==> src/rtl/dcb_pkg.sv <==
package dcb_pkg;
  // Start-up / operating phases of the DC blocker
  typedef enum logic [1:0] {
    PH_WARM   = 2'd0,
    PH_SETTLE = 2'd1,
    PH_CAL    = 2'd2,
    PH_RUN    = 2'd3
  } dcb_phase_e;
endpackage

==> src/rtl/dcb_seq.sv <==
module dcb_seq
  import dcb_pkg::*;
#(
  parameter int WARM_N   = 32,
  parameter int SETTLE_N = 28672,
  parameter int CAL_N    = 4160
) (
  input  logic clk,
  input  logic rst,
  input  logic smp_valid,
  input  logic defeat,
  output logic upd_en,
  output logic fast,
  output logic mute,
  output logic warm,
  output logic ref_sel
);
  localparam int MAX_A = (WARM_N > SETTLE_N) ? WARM_N : SETTLE_N;
  localparam int MAXN  = (MAX_A > CAL_N) ? MAX_A : CAL_N;
  localparam int CW    = $clog2(MAXN + 1);

  dcb_phase_e    st;
  logic [CW-1:0] cnt;

  always_ff @(posedge clk) begin
    if (rst) begin
      st  <= PH_WARM;
      cnt <= '0;
    end else if (smp_valid) begin
      case (st)
        PH_WARM: begin
          if (cnt == CW'(WARM_N - 1)) begin
            cnt <= '0;
            st  <= defeat ? PH_CAL : PH_SETTLE;
          end else begin
            cnt <= cnt + 1'b1;
          end
        end
        PH_SETTLE: begin
          if (cnt == CW'(SETTLE_N - 1)) begin
            cnt <= '0;
            st  <= PH_RUN;
          end else begin
            cnt <= cnt + 1'b1;
          end
        end
        PH_CAL: begin
          if (cnt == CW'(CAL_N - 1)) begin
            cnt <= '0;
            st  <= PH_RUN;
          end else begin
            cnt <= cnt + 1'b1;
          end
        end
        default: begin
          cnt <= '0;
          st  <= PH_RUN;
        end
      endcase
    end
  end

  always_comb begin
    warm    = (st == PH_WARM);
    fast    = (st == PH_CAL);
    ref_sel = (st == PH_CAL);
    mute    = (st != PH_RUN);
    case (st)
      PH_CAL:    upd_en = 1'b1;
      PH_SETTLE: upd_en = !defeat;
      PH_RUN:    upd_en = !defeat;
      default:   upd_en = 1'b0;
    endcase
  end

  // once running, the phase never leaves run before a reset
  p_run_sticky_r4: assert property (@(posedge clk) disable iff (rst)
    (st == PH_RUN) |=> (st == PH_RUN));
  // the reference is only selected while output is muted
  p_ref_muted_r5: assert property (@(posedge clk) disable iff (rst)
    ref_sel |-> mute);
  // the phase counter only moves on accepted samples
  p_cnt_idle_r3: assert property (@(posedge clk) disable iff (rst)
    !smp_valid |=> ($stable(cnt) && $stable(st)));
endmodule

==> src/rtl/dcb_chan.sv <==
module dcb_chan #(
  parameter int DW         = 24,
  parameter int FRAC       = 16,
  parameter int SHIFT_SLOW = 13,
  parameter int SHIFT_FAST = 6
) (
  input  logic                 clk,
  input  logic                 rst,
  input  logic                 smp_valid,
  input  logic signed [DW-1:0] x,
  input  logic                 upd_en,
  input  logic                 fast,
  input  logic                 mute,
  input  logic                 warm,
  output logic signed [DW-1:0] y
);
  localparam int AW = DW + FRAC;
  localparam logic signed [DW-1:0] Y_MAX = {1'b0, {(DW-1){1'b1}}};
  localparam logic signed [DW-1:0] Y_MIN = {1'b1, {(DW-1){1'b0}}};

  logic signed [AW-1:0] acc;
  logic signed [DW-1:0] est;
  logic signed [AW:0]   diff;
  logic signed [AW:0]   step;
  logic signed [AW:0]   acc_sum;
  logic signed [DW:0]   res;
  logic signed [DW-1:0] res_sat;

  assign est = acc[AW-1:FRAC];

  always_comb begin
    diff    = $signed({x[DW-1], x, {FRAC{1'b0}}}) - $signed({acc[AW-1], acc});
    step    = fast ? (diff >>> SHIFT_FAST) : (diff >>> SHIFT_SLOW);
    acc_sum = $signed({acc[AW-1], acc}) + step;
  end

  always_comb begin
    res = $signed({x[DW-1], x}) - $signed({est[DW-1], est});
    if (res[DW] != res[DW-1]) res_sat = res[DW] ? Y_MIN : Y_MAX;
    else                      res_sat = res[DW-1:0];
  end

  always_ff @(posedge clk) begin
    if (rst) begin
      acc <= '0;
      y   <= '0;
    end else if (smp_valid) begin
      if (upd_en) acc <= acc_sum[AW-1:0];
      y <= mute ? '0 : res_sat;
    end
  end

  // the leaky step never leaves the accumulator range
  p_acc_no_wrap_r6: assert property (@(posedge clk) disable iff (rst)
    (smp_valid && upd_en) |-> (acc_sum[AW] == acc_sum[AW-1]));
  // a frozen estimate keeps its value
  p_hold_r8: assert property (@(posedge clk) disable iff (rst)
    (smp_valid && !upd_en) |=> $stable(acc));
  // warm-up leaves the accumulator at its reset value
  p_warm_idle_r9: assert property (@(posedge clk) disable iff (rst)
    warm |-> (acc == '0));
  // muted samples produce zero
  p_mute_r3: assert property (@(posedge clk) disable iff (rst)
    (smp_valid && mute) |=> (y == '0));
endmodule

==> src/rtl/dcb_filter.sv <==
module dcb_filter #(
  parameter int NCH        = 2,
  parameter int DW         = 24,
  parameter int FRAC       = 16,
  parameter int SHIFT_SLOW = 13,
  parameter int SHIFT_FAST = 6,
  parameter int WARM_N     = 32,
  parameter int SETTLE_N   = 28672,
  parameter int CAL_N      = 4160
) (
  input  logic              clk,
  input  logic              rst,
  input  logic              defeat,
  input  logic              smp_valid,
  input  logic [NCH*DW-1:0] smp_data,
  output logic              out_valid,
  output logic [NCH*DW-1:0] out_data,
  output logic              ref_sel
);
  logic upd_en, fast, mute, warm;

  dcb_seq #(
    .WARM_N  (WARM_N),
    .SETTLE_N(SETTLE_N),
    .CAL_N   (CAL_N)
  ) u_seq (
    .clk      (clk),
    .rst      (rst),
    .smp_valid(smp_valid),
    .defeat   (defeat),
    .upd_en   (upd_en),
    .fast     (fast),
    .mute     (mute),
    .warm     (warm),
    .ref_sel  (ref_sel)
  );

  for (genvar c = 0; c < NCH; c++) begin : g_ch
    logic signed [DW-1:0] ch_y;
    dcb_chan #(
      .DW        (DW),
      .FRAC      (FRAC),
      .SHIFT_SLOW(SHIFT_SLOW),
      .SHIFT_FAST(SHIFT_FAST)
    ) u_ch (
      .clk      (clk),
      .rst      (rst),
      .smp_valid(smp_valid),
      .x        (smp_data[c*DW +: DW]),
      .upd_en   (upd_en),
      .fast     (fast),
      .mute     (mute),
      .warm     (warm),
      .y        (ch_y)
    );
    assign out_data[c*DW +: DW] = ch_y;
  end

  always_ff @(posedge clk) begin
    if (rst) out_valid <= 1'b0;
    else     out_valid <= smp_valid;
  end

  // reset leaves the outputs quiet
  p_rst_quiet_r1: assert property (@(posedge clk)
    rst |=> (!out_valid && out_data == '0 && !ref_sel));
  // one output per accepted sample, one cycle later
  p_one_out_r2: assert property (@(posedge clk) disable iff (rst)
    smp_valid |=> out_valid);
  p_no_spurious_r2: assert property (@(posedge clk) disable iff (rst)
    !smp_valid |=> !out_valid);
endmodule

==> config.mk <==
export PLATFORM = sky130hd
export DESIGN_NAME = dcb_filter
export DESIGN_NICKNAME = d
export VERILOG_FILES = /design/src/rtl/dcb_pkg.sv /design/src/rtl/dcb_seq.sv /design/src/rtl/dcb_chan.sv /design/src/rtl/dcb_filter.sv
export SDC_FILE = /design/constraint.sdc
export NUM_CORES = 1
export LEC_CHECK = 0
export CAP_MARGIN = 40
export CORE_MARGIN = 3
export CORE_UTILIZATION = 40
export CTS_CLUSTER_DIAMETER = 60
export DETAILED_ROUTE_END_ITERATION = 7
export GPL_ROUTABILITY_DRIVEN = 0
export GPL_TIMING_DRIVEN = 0
export PLACE_DENSITY = 0.58
export SLEW_MARGIN = 20
export SYNTH_ARGS = -nofsm -noshare
export SYNTH_HDL_FRONTEND = slang
export SYNTH_SLANG_ARGS = --single-unit
==> constraint.sdc <==
create_clock -name clk -period 5.5 [get_ports clk]
set_input_delay 1.65 -clock clk [delete_from_list [all_inputs] [get_ports clk]]
set_output_delay 1.65 -clock clk [all_outputs]
set_load 0.01 [all_outputs]
After elaboration in Yosys (flattened, before gate mapping)
Index checks and enable logic that the tools add are counted.

Bits of input ports: 52. Flip-flop bits (word level): 146. Logic and storage cells: 49. Output and inout port bits: 50.

Equality and inequality tests: 12. Add/subtract/negate cells: 7. Reductions and logical operators: 5. Mux-type cells: 18.

Operators by type and width (count): $mux 24 (6); $sub 40x40->41 (2); $add 40x35->40 (2); $mux 34 (2); $sub 24x24->25 (2); $mux 15 (3); $pmux 15 s3 (1); $add 15x1->15 const B (1); $eq 15x13->1 const B (1); $eq 15x15->1 const B (1); $eq 15x5->1 const B (1); $mux 2 (4); $ne 2x2->1 const B (3); $pmux 2 s3 (1); $eq 2x2->1 const B (2); $reduce_and 4->1 (1); $eq 2x1->1 const B (1); $logic_not 2->1 (1); $ne 1x1->1 (2); $ne 2x1->1 const B (1); $pmux 1 s2 (1); $reduce_and 2->1 (1); $reduce_or 2->1 (1); $logic_not 1->1 (1).

Depth between registers and ports, before layout
Gate-level depths: netlist of run 1.

Depth in word-level cells: 4. Mapped depth: 21. Gate-level depth less buffers: 19.

Hierarchy
Synthesis of run 1 repeated with hierarchy kept, for this count alone.

Cell total of the unflattened synthesis: 2197. Area total of the unflattened synthesis: 15856.5 um2.

Modules (own cells, without submodules): dcb_chan (g_ch[0].u_ch) (sequential area each 1281.2 um2, cells an instance 1034, area an instance 7448.4 um2, times used 1); dcb_chan (g_ch[1].u_ch) (sequential area each 1281.2 um2, cells an instance 1019, area an instance 7338.3 um2, times used 1); dcb_seq (sequential area each 340.3 um2, cells an instance 142, area an instance 1036.0 um2, times used 1); dcb_filter (sequential area each 20.0 um2, cells an instance 2, area an instance 33.8 um2, times used 1).

Least setup slack after synthesis of run 1
Ideal clock, no wire load.

Path type: input -> register. Start point: in smp_data[29]. End point: reg g_ch[1].u_ch.acc[38]. Stages on the path: 20. Required time: 5.413 ns. Path buffers: 2. Setup time: 0.087 ns. Setup slack: -0.200 ns. Arrival: 5.613 ns. Path through: ha_1 > clkbuf_1 > a21oi_1 > o21ai_0 > a21o_1 > a21oi_1 > or2_2 > o311ai_0 > xnor2_1 > o21ai_0 > ha_1 > buf_2 > a21o_1 > a21oi_1 > o21a_1 > o41ai_1 > or3b_2 > a31o_2 > and3_1 > o31ai_1.

Cells in the longest elaborated chain, start to end: 3.

Ends and longest elaborated chain: from (decl) (line dcb_filter.sv:15) `input logic [NCH*DW-1:0] smp_data,`; $sub 40x40->41 (*) (line dcb_chan.sv:32) `diff = $signed({x[DW-1], x, {FRAC{1'b0}}}) - $signed({acc[AW-1], acc});`; $mux 34 (line dcb_chan.sv:33) `step = fast ? (diff >>> SHIFT_FAST) : (diff >>> SHIFT_SLOW);`; $add 40x35->40 (*) (line dcb_chan.sv:34) `acc_sum = $signed({acc[AW-1], acc}) + step;`; to (signal assigned) (line dcb_chan.sv:48) `if (upd_en) acc <= acc_sum[AW-1:0];`; to (decl) (line dcb_chan.sv:21) `logic signed [AW-1:0] acc;`.

Mark *: on every way between the ends. The rest lies on a longest branch, timed or not. A chain may end at the register's enable or synchronous reset.

Worst setup path in the final report of run 1
Start point: in smp_data[8]. End point: reg g_ch[0].u_ch.acc[29].

Cells in the longest elaborated chain, start to end: 3.

Ends and longest elaborated chain (line): $sub 40x40->41 (dcb_chan.sv:32); $mux 34 (dcb_chan.sv:33); $add 40x35->40 (dcb_chan.sv:34); to (signal assigned) (dcb_chan.sv:48); to (decl) (dcb_chan.sv:21).

Every way passes these cells.

==> impl_metrics.json, run 1 <==
{
  "drt-pass1-iter-count": 5,
  "post_synth_main_area_contributors": "dfxtp_1 20%, ha_1 11%, nand2_1 7.5%",
  "start_util_pct": 40.7,
  "drc": 0,
  "skew_ps": 12.4,
  "final_util_pct": 57.0,
  "relSlewSlack_pct": 36.2,
  "crit_path_max_fanout": 6,
  "path_class": "primary input to flop",
  "dp_cells": 2661,
  "synth.area.mux_share_pct": 0.819,
  "cp.required_ps": 5840,
  "grt_antenna_before_repair": 1,
  "synth-seq-area-share_pct": 19.5,
  "syn-num-nets": 2282,
  "final_max_slew_viol_count": 0,
  "synth_seq_cells": 146,
  "diodes": 0,
  "period_minus_slack_ps": 5620,
  "dieArea_sq_mm": 0.0398,
  "core-area_sq_mm": 0.0368,
  "ys_types": 84,
  "synth_top_family_by_area": "compound AO/OA/AOI/OAI gates",
  "die_h_um": 199,
  "post-route-period-util_pct": 102,
  "yosys_warnings": 0,
  "synthCells": 2091,
  "cpMostUsedCell": "buf_4",
  "yosysTopAreaCell": "dfxtp_1",
  "drt-vias-per-instance": 6.04,
  "ys.flop_type": "dfxtp_1",
  "min_path_type": "flop to flop",
  "num_rows": 70,
  "grt_max_degree": 17,
  "cp_slowest_cell": "or4_4",
  "insertion_delay_ps": 460,
  "pwr-share-seq_pct": 31.3,
  "finalHoldWorstSlack_ps": 464,
  "combPwrFrac_pct": 34.5,
  "htreeDepth": 4,
  "fin_nets": 2597,
  "final_common_cell": "nand2_1",
  "cts_hold_buf": 0,
  "grt_pass1_vias": 16000,
  "cp-startpoint": "smp_data[8]",
  "min_path_cells": 2,
  "violations": "setup timing",
  "place_area_sq_mm": 0.0166,
  "wl_mm": 60.0,
  "fin_ws_ps": -116,
  "cpPeakStageDelay_ps": 550,
  "critPathLaunchType": "primary input",
  "cts.sinks": 146,
  "area_growth_pct": 40.1,
  "syn_area_sq_mm": 0.0150,
  "cp_num_cells": 24,
  "drt_iter0_drc": 1392,
  "ios": 102,
  "dp_hpwl_mm": 42.2,
  "synth_compound_area_share_pct": 30.5,
  "worstReg2RegEnd": "g_ch[1].u_ch.acc[33]$_SDFFE_PP0P_",
  "numCtsBuffers": 17,
  "rsz0062_at_grt": "true",
  "clockBufferDepth": 2,
  "hold_viol_final": 0,
  "drive_gt1_share_pct": 25.4,
  "fin_total_pwr_mw": 3.38,
  "final_cells": 2886,
  "yosysTopAreaCellShare_pct": 19.5,
  "clockRootBuffer": "clkbuf_16",
  "design_area_sq_mm": 0.0210,
  "ant_nets": 0,
  "synth-simple-area-share_pct": 22.4,
  "portBuffers": 100,
  "async_flop_share_pct": 0,
  "crit_chain": "clkdlybuf4s15_1 -> ha_4 -> buf_8 -> nand4_1 -> or2_4 -> or4_4 -> nor2_4 -> nor4_2 -> xor2_1 -> buf_4 -> o21ai_2 -> ha_4 -> nand4_1 -> buf_4 -> buf_4 -> buf_4 -> buf_4 -> buf_4 -> buf_4 -> buf_4 -> buf_4 -> buf_4 -> o2111ai_2 -> o211ai_1",
  "power_frac_clock_pct": 34.2,
  "critical_path_buf_inv_count": 12,
  "fmax_mhz": 178,
  "r2r_setup_slack_ps": 180,
  "setup_viol": 3,
  "r2r_start": "u_seq.st[0]$_SDFFE_PP0P_",
  "end_kind": "flop",
  "p_per_area_mw_per_mm2": 161,
  "post_drt_wl_per_cell_um": 20.8,
  "grt_first_pass_wirelength_mm": 87.8,
  "cp_top_family": "buffers and inverters",
  "clkTransAtPathRegs_ps": 70,
  "crit_end": "g_ch[0].u_ch.acc[29]$_SDFFE_PP0P_",
  "outcome": "finished, violations left",
  "yosys.area_share.adder_pct": 12.3,
  "power.net_switching_mw": 1.19,
  "vias": 17400,
  "worst_pin_slew_ps": 957,
  "synthXorXnorAreaFrac_pct": 8.59,
  "p_int_mw": 2.19,
  "layout_common_cells": "284 x nand2_1, 216 x buf_4, 157 x a21oi_1",
  "swShare_pct": 35.3,
  "grt_overflow": 0,
  "avgSynthCellArea_sq_um": 7.16,
  "grtUsageTotal_pct": 27.9,
  "cp.arrival_ps": 5960,
  "synth-edff-count": 0,
  "r2r_cells": 17,
  "cts_tree": "done",
  "die_x_um": 199,
  "drv_cap": 0,
  "leakagePower_nw": 8.25,
  "ir_worst_vdd_mv": 0.220
}
[final cells by class]
class                      count  area [sq um]
clock buffer                  19           433
tap                          468           586
multi-input combinational   1735         13300
fill                        3270         15800
timing repair buffer         322          2720
clock inverter                12           110
sequential                   146          2920
buffer                        94           613
inverter                      90           338
[flip-flops by register name, summed over array words and instances (netlist names)]
signal         flops
u_seq.st           2
u_seq.cnt         15
g_ch.u_ch.acc     80
g_ch.u_ch.y       48
out_valid          1
[cell usage after synthesis, drive strengths merged (9+ instances only)]
library cell    n
a211oi         32
a21boi          9
a21o           57
a21oi         211
a221o          17
a221oi         12
a22o           10
a311oi         14
a31oi          15
and2            9
and3           21
and4           11
buf            44
clkbuf         76
dfxtp         146
ha            135
inv            90
mux2i          10
nand2         301
nand2b         24
nand3          45
nand3b         12
nand4          37
nor2          145
nor2b           9
nor3           40
nor4           11
o211ai         15
o21a           32
o21ai         186
o21bai         24
o31ai          20
or3            19
or4             9
xnor2          84
xor2           62
[cell families (layout without fill, tap and decap cells)]
kind of cell | after synthesis | count (layout)
AOI/OAI and AO/OA | 717 | 717
xor gates and xnor gates | 146 | 146
adders and majority gates | 146 | 146
buffers and inverters | 210 | 537
DFF | 146 | 146
muxes | 12 | 12
and+or+nand+nor | 714 | 714
[timing repair]
item                       in CTS  in global routing
gates resized for setup       294                263
pin swaps                     130                131
setup endpoints to repair      48                 43
setup buffers                 117                101
cloned                          0                  1
[worst min path at each step]
stage                                          start                          endpoint  slack (ps)
floorplan           g_ch[0].u_ch.acc[3]$_SDFFE_PP0P_  g_ch[0].u_ch.acc[3]$_SDFFE_PP0P_         450
global placement     g_ch[0].u_ch.y[17]$_SDFFE_PP0P_   g_ch[0].u_ch.y[17]$_SDFFE_PP0P_         450
detailed placement    g_ch[0].u_ch.y[5]$_SDFFE_PP0P_    g_ch[0].u_ch.y[5]$_SDFFE_PP0P_         450
CTS                   g_ch[0].u_ch.y[8]$_SDFFE_PP0P_    g_ch[0].u_ch.y[8]$_SDFFE_PP0P_         470
global route         g_ch[0].u_ch.y[20]$_SDFFE_PP0P_   g_ch[0].u_ch.y[20]$_SDFFE_PP0P_         490
finish                g_ch[0].u_ch.y[8]$_SDFFE_PP0P_    g_ch[0].u_ch.y[8]$_SDFFE_PP0P_         460
[stage by stage]
stage	setup TNS, ps	setup WS, ps
4_1_cts	-44.9	-44.9
3_3_place_gp	-46860	-1420
3_5_place_dp	-49250	-1510
2_1_floorplan	-15.0	-15.0
6_report	-233	-116
5_1_grt	-904	-244
[per-layer routing]
layer / up-vias / routed length, um / track usage, %
li1: 8247 / - / -
met1: 8185 / 25000 / 35.7
met2: 802 / 27900 / 47.1
met3: 207 / 3730 / 3.09
met4: 0 / 3290 / 13.1
met5: - / 0 / 0
[power groups by stage]
stage          logic (mW)  registers [mW]  clock network (mW)
3_5_place_dp        0.767            1.08                   0
2_1_floorplan       0.537            1.08                   0
6_report             1.17            1.06                1.16
5_1_grt              1.24            1.06                1.21
3_3_place_gp        0.760            1.08                   0
4_1_cts             0.965            1.06                1.17
[worst register-to-register path, delay by kind of cell, from the launching register on]
kind	cells	cell delay (ps)
buffers and inverters	5	1920
AO/OA/AOI/OAI	6	1420
adder cells (fa/ha/maj)	1	350
flip-flops	1	310
AND/OR/NAND/NOR	5	1250
Power figures use the tool's default switching activity.
==> run 2, diff against run 1 <==
--- a/config.mk
+++ b/config.mk
@@ -12,7 +12,7 @@
 export DETAILED_ROUTE_END_ITERATION = 7
 export GPL_ROUTABILITY_DRIVEN = 0
 export GPL_TIMING_DRIVEN = 0
-export PLACE_DENSITY = 0.58
+export PLACE_DENSITY = 0.66
 export SLEW_MARGIN = 20
 export SYNTH_ARGS = -nofsm -noshare
 export SYNTH_HDL_FRONTEND = slang
==> run 2 against run 1 <==
Compared with the run above: the run still ends with setup timing left; maximum frequency is 1.7% lower; worst setup slack worse by 95 ps; critical path depth is 3 lower.
==> impl_metrics.json, run 2 (same netlist as run 1, synthesis figures left out) <==
{
  "outcome": "finished, violations left",
  "violations": "setup timing",
  "cts_hold_buf": 0,
  "cp_num_cells": 21,
  "cp_top_family": "compound AO/OA/AOI/OAI gates",
  "cp_slowest_cell": "ha_2",
  "p_per_area_mw_per_mm2": 166,
  "insertion_delay_ps": 470,
  "dp_hpwl_mm": 40.8,
  "critical_path_buf_inv_count": 3,
  "largest_reg_flops": 80,
  "tns_ps": -446,
  "drc": 0,
  "p_int_mw": 2.30,
  "die_h_um": 199,
  "relSlewSlack_pct": 34.2,
  "grt_antenna_before_repair": 1,
  "skew_ps": 12.3,
  "crit_chain": "clkbuf_2 -> ha_1 -> buf_6 -> a21o_1 -> a211o_1 -> a21oi_2 -> nor2_2 -> a21oi_4 -> o31ai_2 -> xnor2_1 -> buf_4 -> o21ai_1 -> ha_2 -> nand4_1 -> nor4b_4 -> a41oi_2 -> o211ai_1 -> a31oi_4 -> o31ai_2 -> mux2i_1 -> mux2_1",
  "clockBufferDepth": 2,
  "finalHoldWorstSlack_ps": 465,
  "design_area_sq_mm": 0.0211,
  "wl_mm": 63.0,
  "pwr-share-seq_pct": 30.3,
  "area_growth_pct": 41.2,
  "hold_viol_final": 0,
  "power.net_switching_mw": 1.20,
  "layout_common_cells": "280 x nand2_1, 223 x buf_4, 155 x a21oi_1",
  "grt_pass1_vias": 16700,
  "critPathLaunchType": "primary input",
  "final_common_cell": "nand2_1",
  "cts_tree": "done",
  "cts.sinks": 146,
  "combPwrFrac_pct": 34.4,
  "cpPeakStageDelay_ps": 400,
  "end_kind": "flop",
  "rsz0062_at_grt": "true",
  "r2r_cells": 18,
  "grt_overflow": 0,
  "drive_gt1_share_pct": 26.0,
  "grtUsageTotal_pct": 27.4,
  "post_drt_wl_per_cell_um": 21.8,
  "place_area_sq_mm": 0.0166,
  "drt-pass1-iter-count": 8,
  "ir_worst_vdd_mv": 0.254,
  "die_x_um": 199,
  "post-route-period-util_pct": 104,
  "fin_nets": 2605,
  "min_path_cells": 2,
  "clkTransAtPathRegs_ps": 60,
  "final_max_slew_viol_count": 0,
  "start_util_pct": 40.7,
  "leakagePower_nw": 8.43,
  "swShare_pct": 34.3,
  "reg_top3": "g_ch.u_ch.acc (80), g_ch.u_ch.y (48), u_seq.cnt (15)",
  "vias": 18400,
  "period_minus_slack_ps": 5710,
  "numCtsBuffers": 17,
  "drv_cap": 0,
  "drt-vias-per-instance": 6.35,
  "num_rows": 70,
  "ant_nets": 0,
  "regMostFlops": "g_ch.u_ch.acc",
  "path_class": "primary input to flop",
  "portBuffers": 100,
  "setup_viol": 6,
  "fin_ws_ps": -211,
  "cp.arrival_ps": 6060,
  "htreeDepth": 4,
  "grt_max_degree": 17,
  "min_path_type": "flop to flop",
  "core-area_sq_mm": 0.0368,
  "power_frac_clock_pct": 35.4,
  "cp.required_ps": 5850,
  "fmax_mhz": 175,
  "ios": 102,
  "crit_path_max_fanout": 5,
  "worst_pin_slew_ps": 987,
  "dieArea_sq_mm": 0.0398,
  "drt_iter0_drc": 1707,
  "grt_first_pass_wirelength_mm": 87.2,
  "cpMostUsedCell": "o31ai_2",
  "clockRootBuffer": "clkbuf_16"
}
[run 2: tightest hold or removal path, delay by kind of cell (launching register included)]
kind | cells | cell delay (ps)
AO/OA/AOI/OAI | 1 | 60
flip-flops | 1 | 330
AND/OR/NAND/NOR | 1 | 50
[run 2: path summary, 6_finish.rpt]
| path | to | slack (ps) | start |
|---|---|---|---|
| setup / recovery | g_ch[0].u_ch.acc[39]$_SDFFE_PP0P_ | -210 | smp_data[6] |
| hold / removal | g_ch[0].u_ch.y[18]$_SDFFE_PP0P_ | 470 | g_ch[0].u_ch.y[18]$_SDFFE_PP0P_ |
| setup reg to reg | g_ch[1].u_ch.acc[30]$_SDFFE_PP0P_ | 200 | g_ch[1].u_ch.acc[1]$_SDFFE_PP0P_ |
| hold reg to reg | g_ch[0].u_ch.y[18]$_SDFFE_PP0P_ | 470 | g_ch[0].u_ch.y[18]$_SDFFE_PP0P_ |
[run 2: cell type report]
type,instances,area [sq um]
diodes,1,2.50
plain buffers,93,616
clock buffers,21,450
clock inverters,10,135
fillers,3142,15600
inverters,90,338
multi-input cells,1735,13200
flip-flops and latches,146,2920
well taps,468,586
repair buffers,331,2870
[run 2: power by group through the flow]
stage,Combinational [mW],Clock [mW],Sequential [mW]
floorplan,0.537,0,1.08
global placement,0.748,0,1.08
detailed placement,0.758,0,1.08
CTS,0.959,1.23,1.06
global route,1.26,1.28,1.06
finish,1.20,1.24,1.06
[run 2: per-layer routing]
metal | share of wire (%) | up-vias | GRT usage (%)
met2 | 46 | 1182 | 46.2
met5 | 0 | - | 0
met1 | 39 | 8589 | 34.0
met3 | 9.1 | 356 | 4.10
li1 | - | 8252 | -
met4 | 6.7 | 0 | 14.4
[run 2: through the flow]
stage	setup WS, ps	instances	power, mW	util, %
after global placement	-1360	2659	1.83	45.1
after detailed placement	-1410	2660	1.84	45.1
after CTS	-47.6	2790	3.25	52.1
after global routing	-304	2894	3.60	57.5
final	-211	2895	3.50	57.5
after floorplan	-15.0	2091	1.62	-
[run 2: what timing repair did]
item	in CTS	in global routing
gates resized for setup	302	266
setup buffers	121	109
gates cloned	0	1
pin swaps	128	175
hold endpoints to repair	0	0
endpoints found under the setup margin	49	45
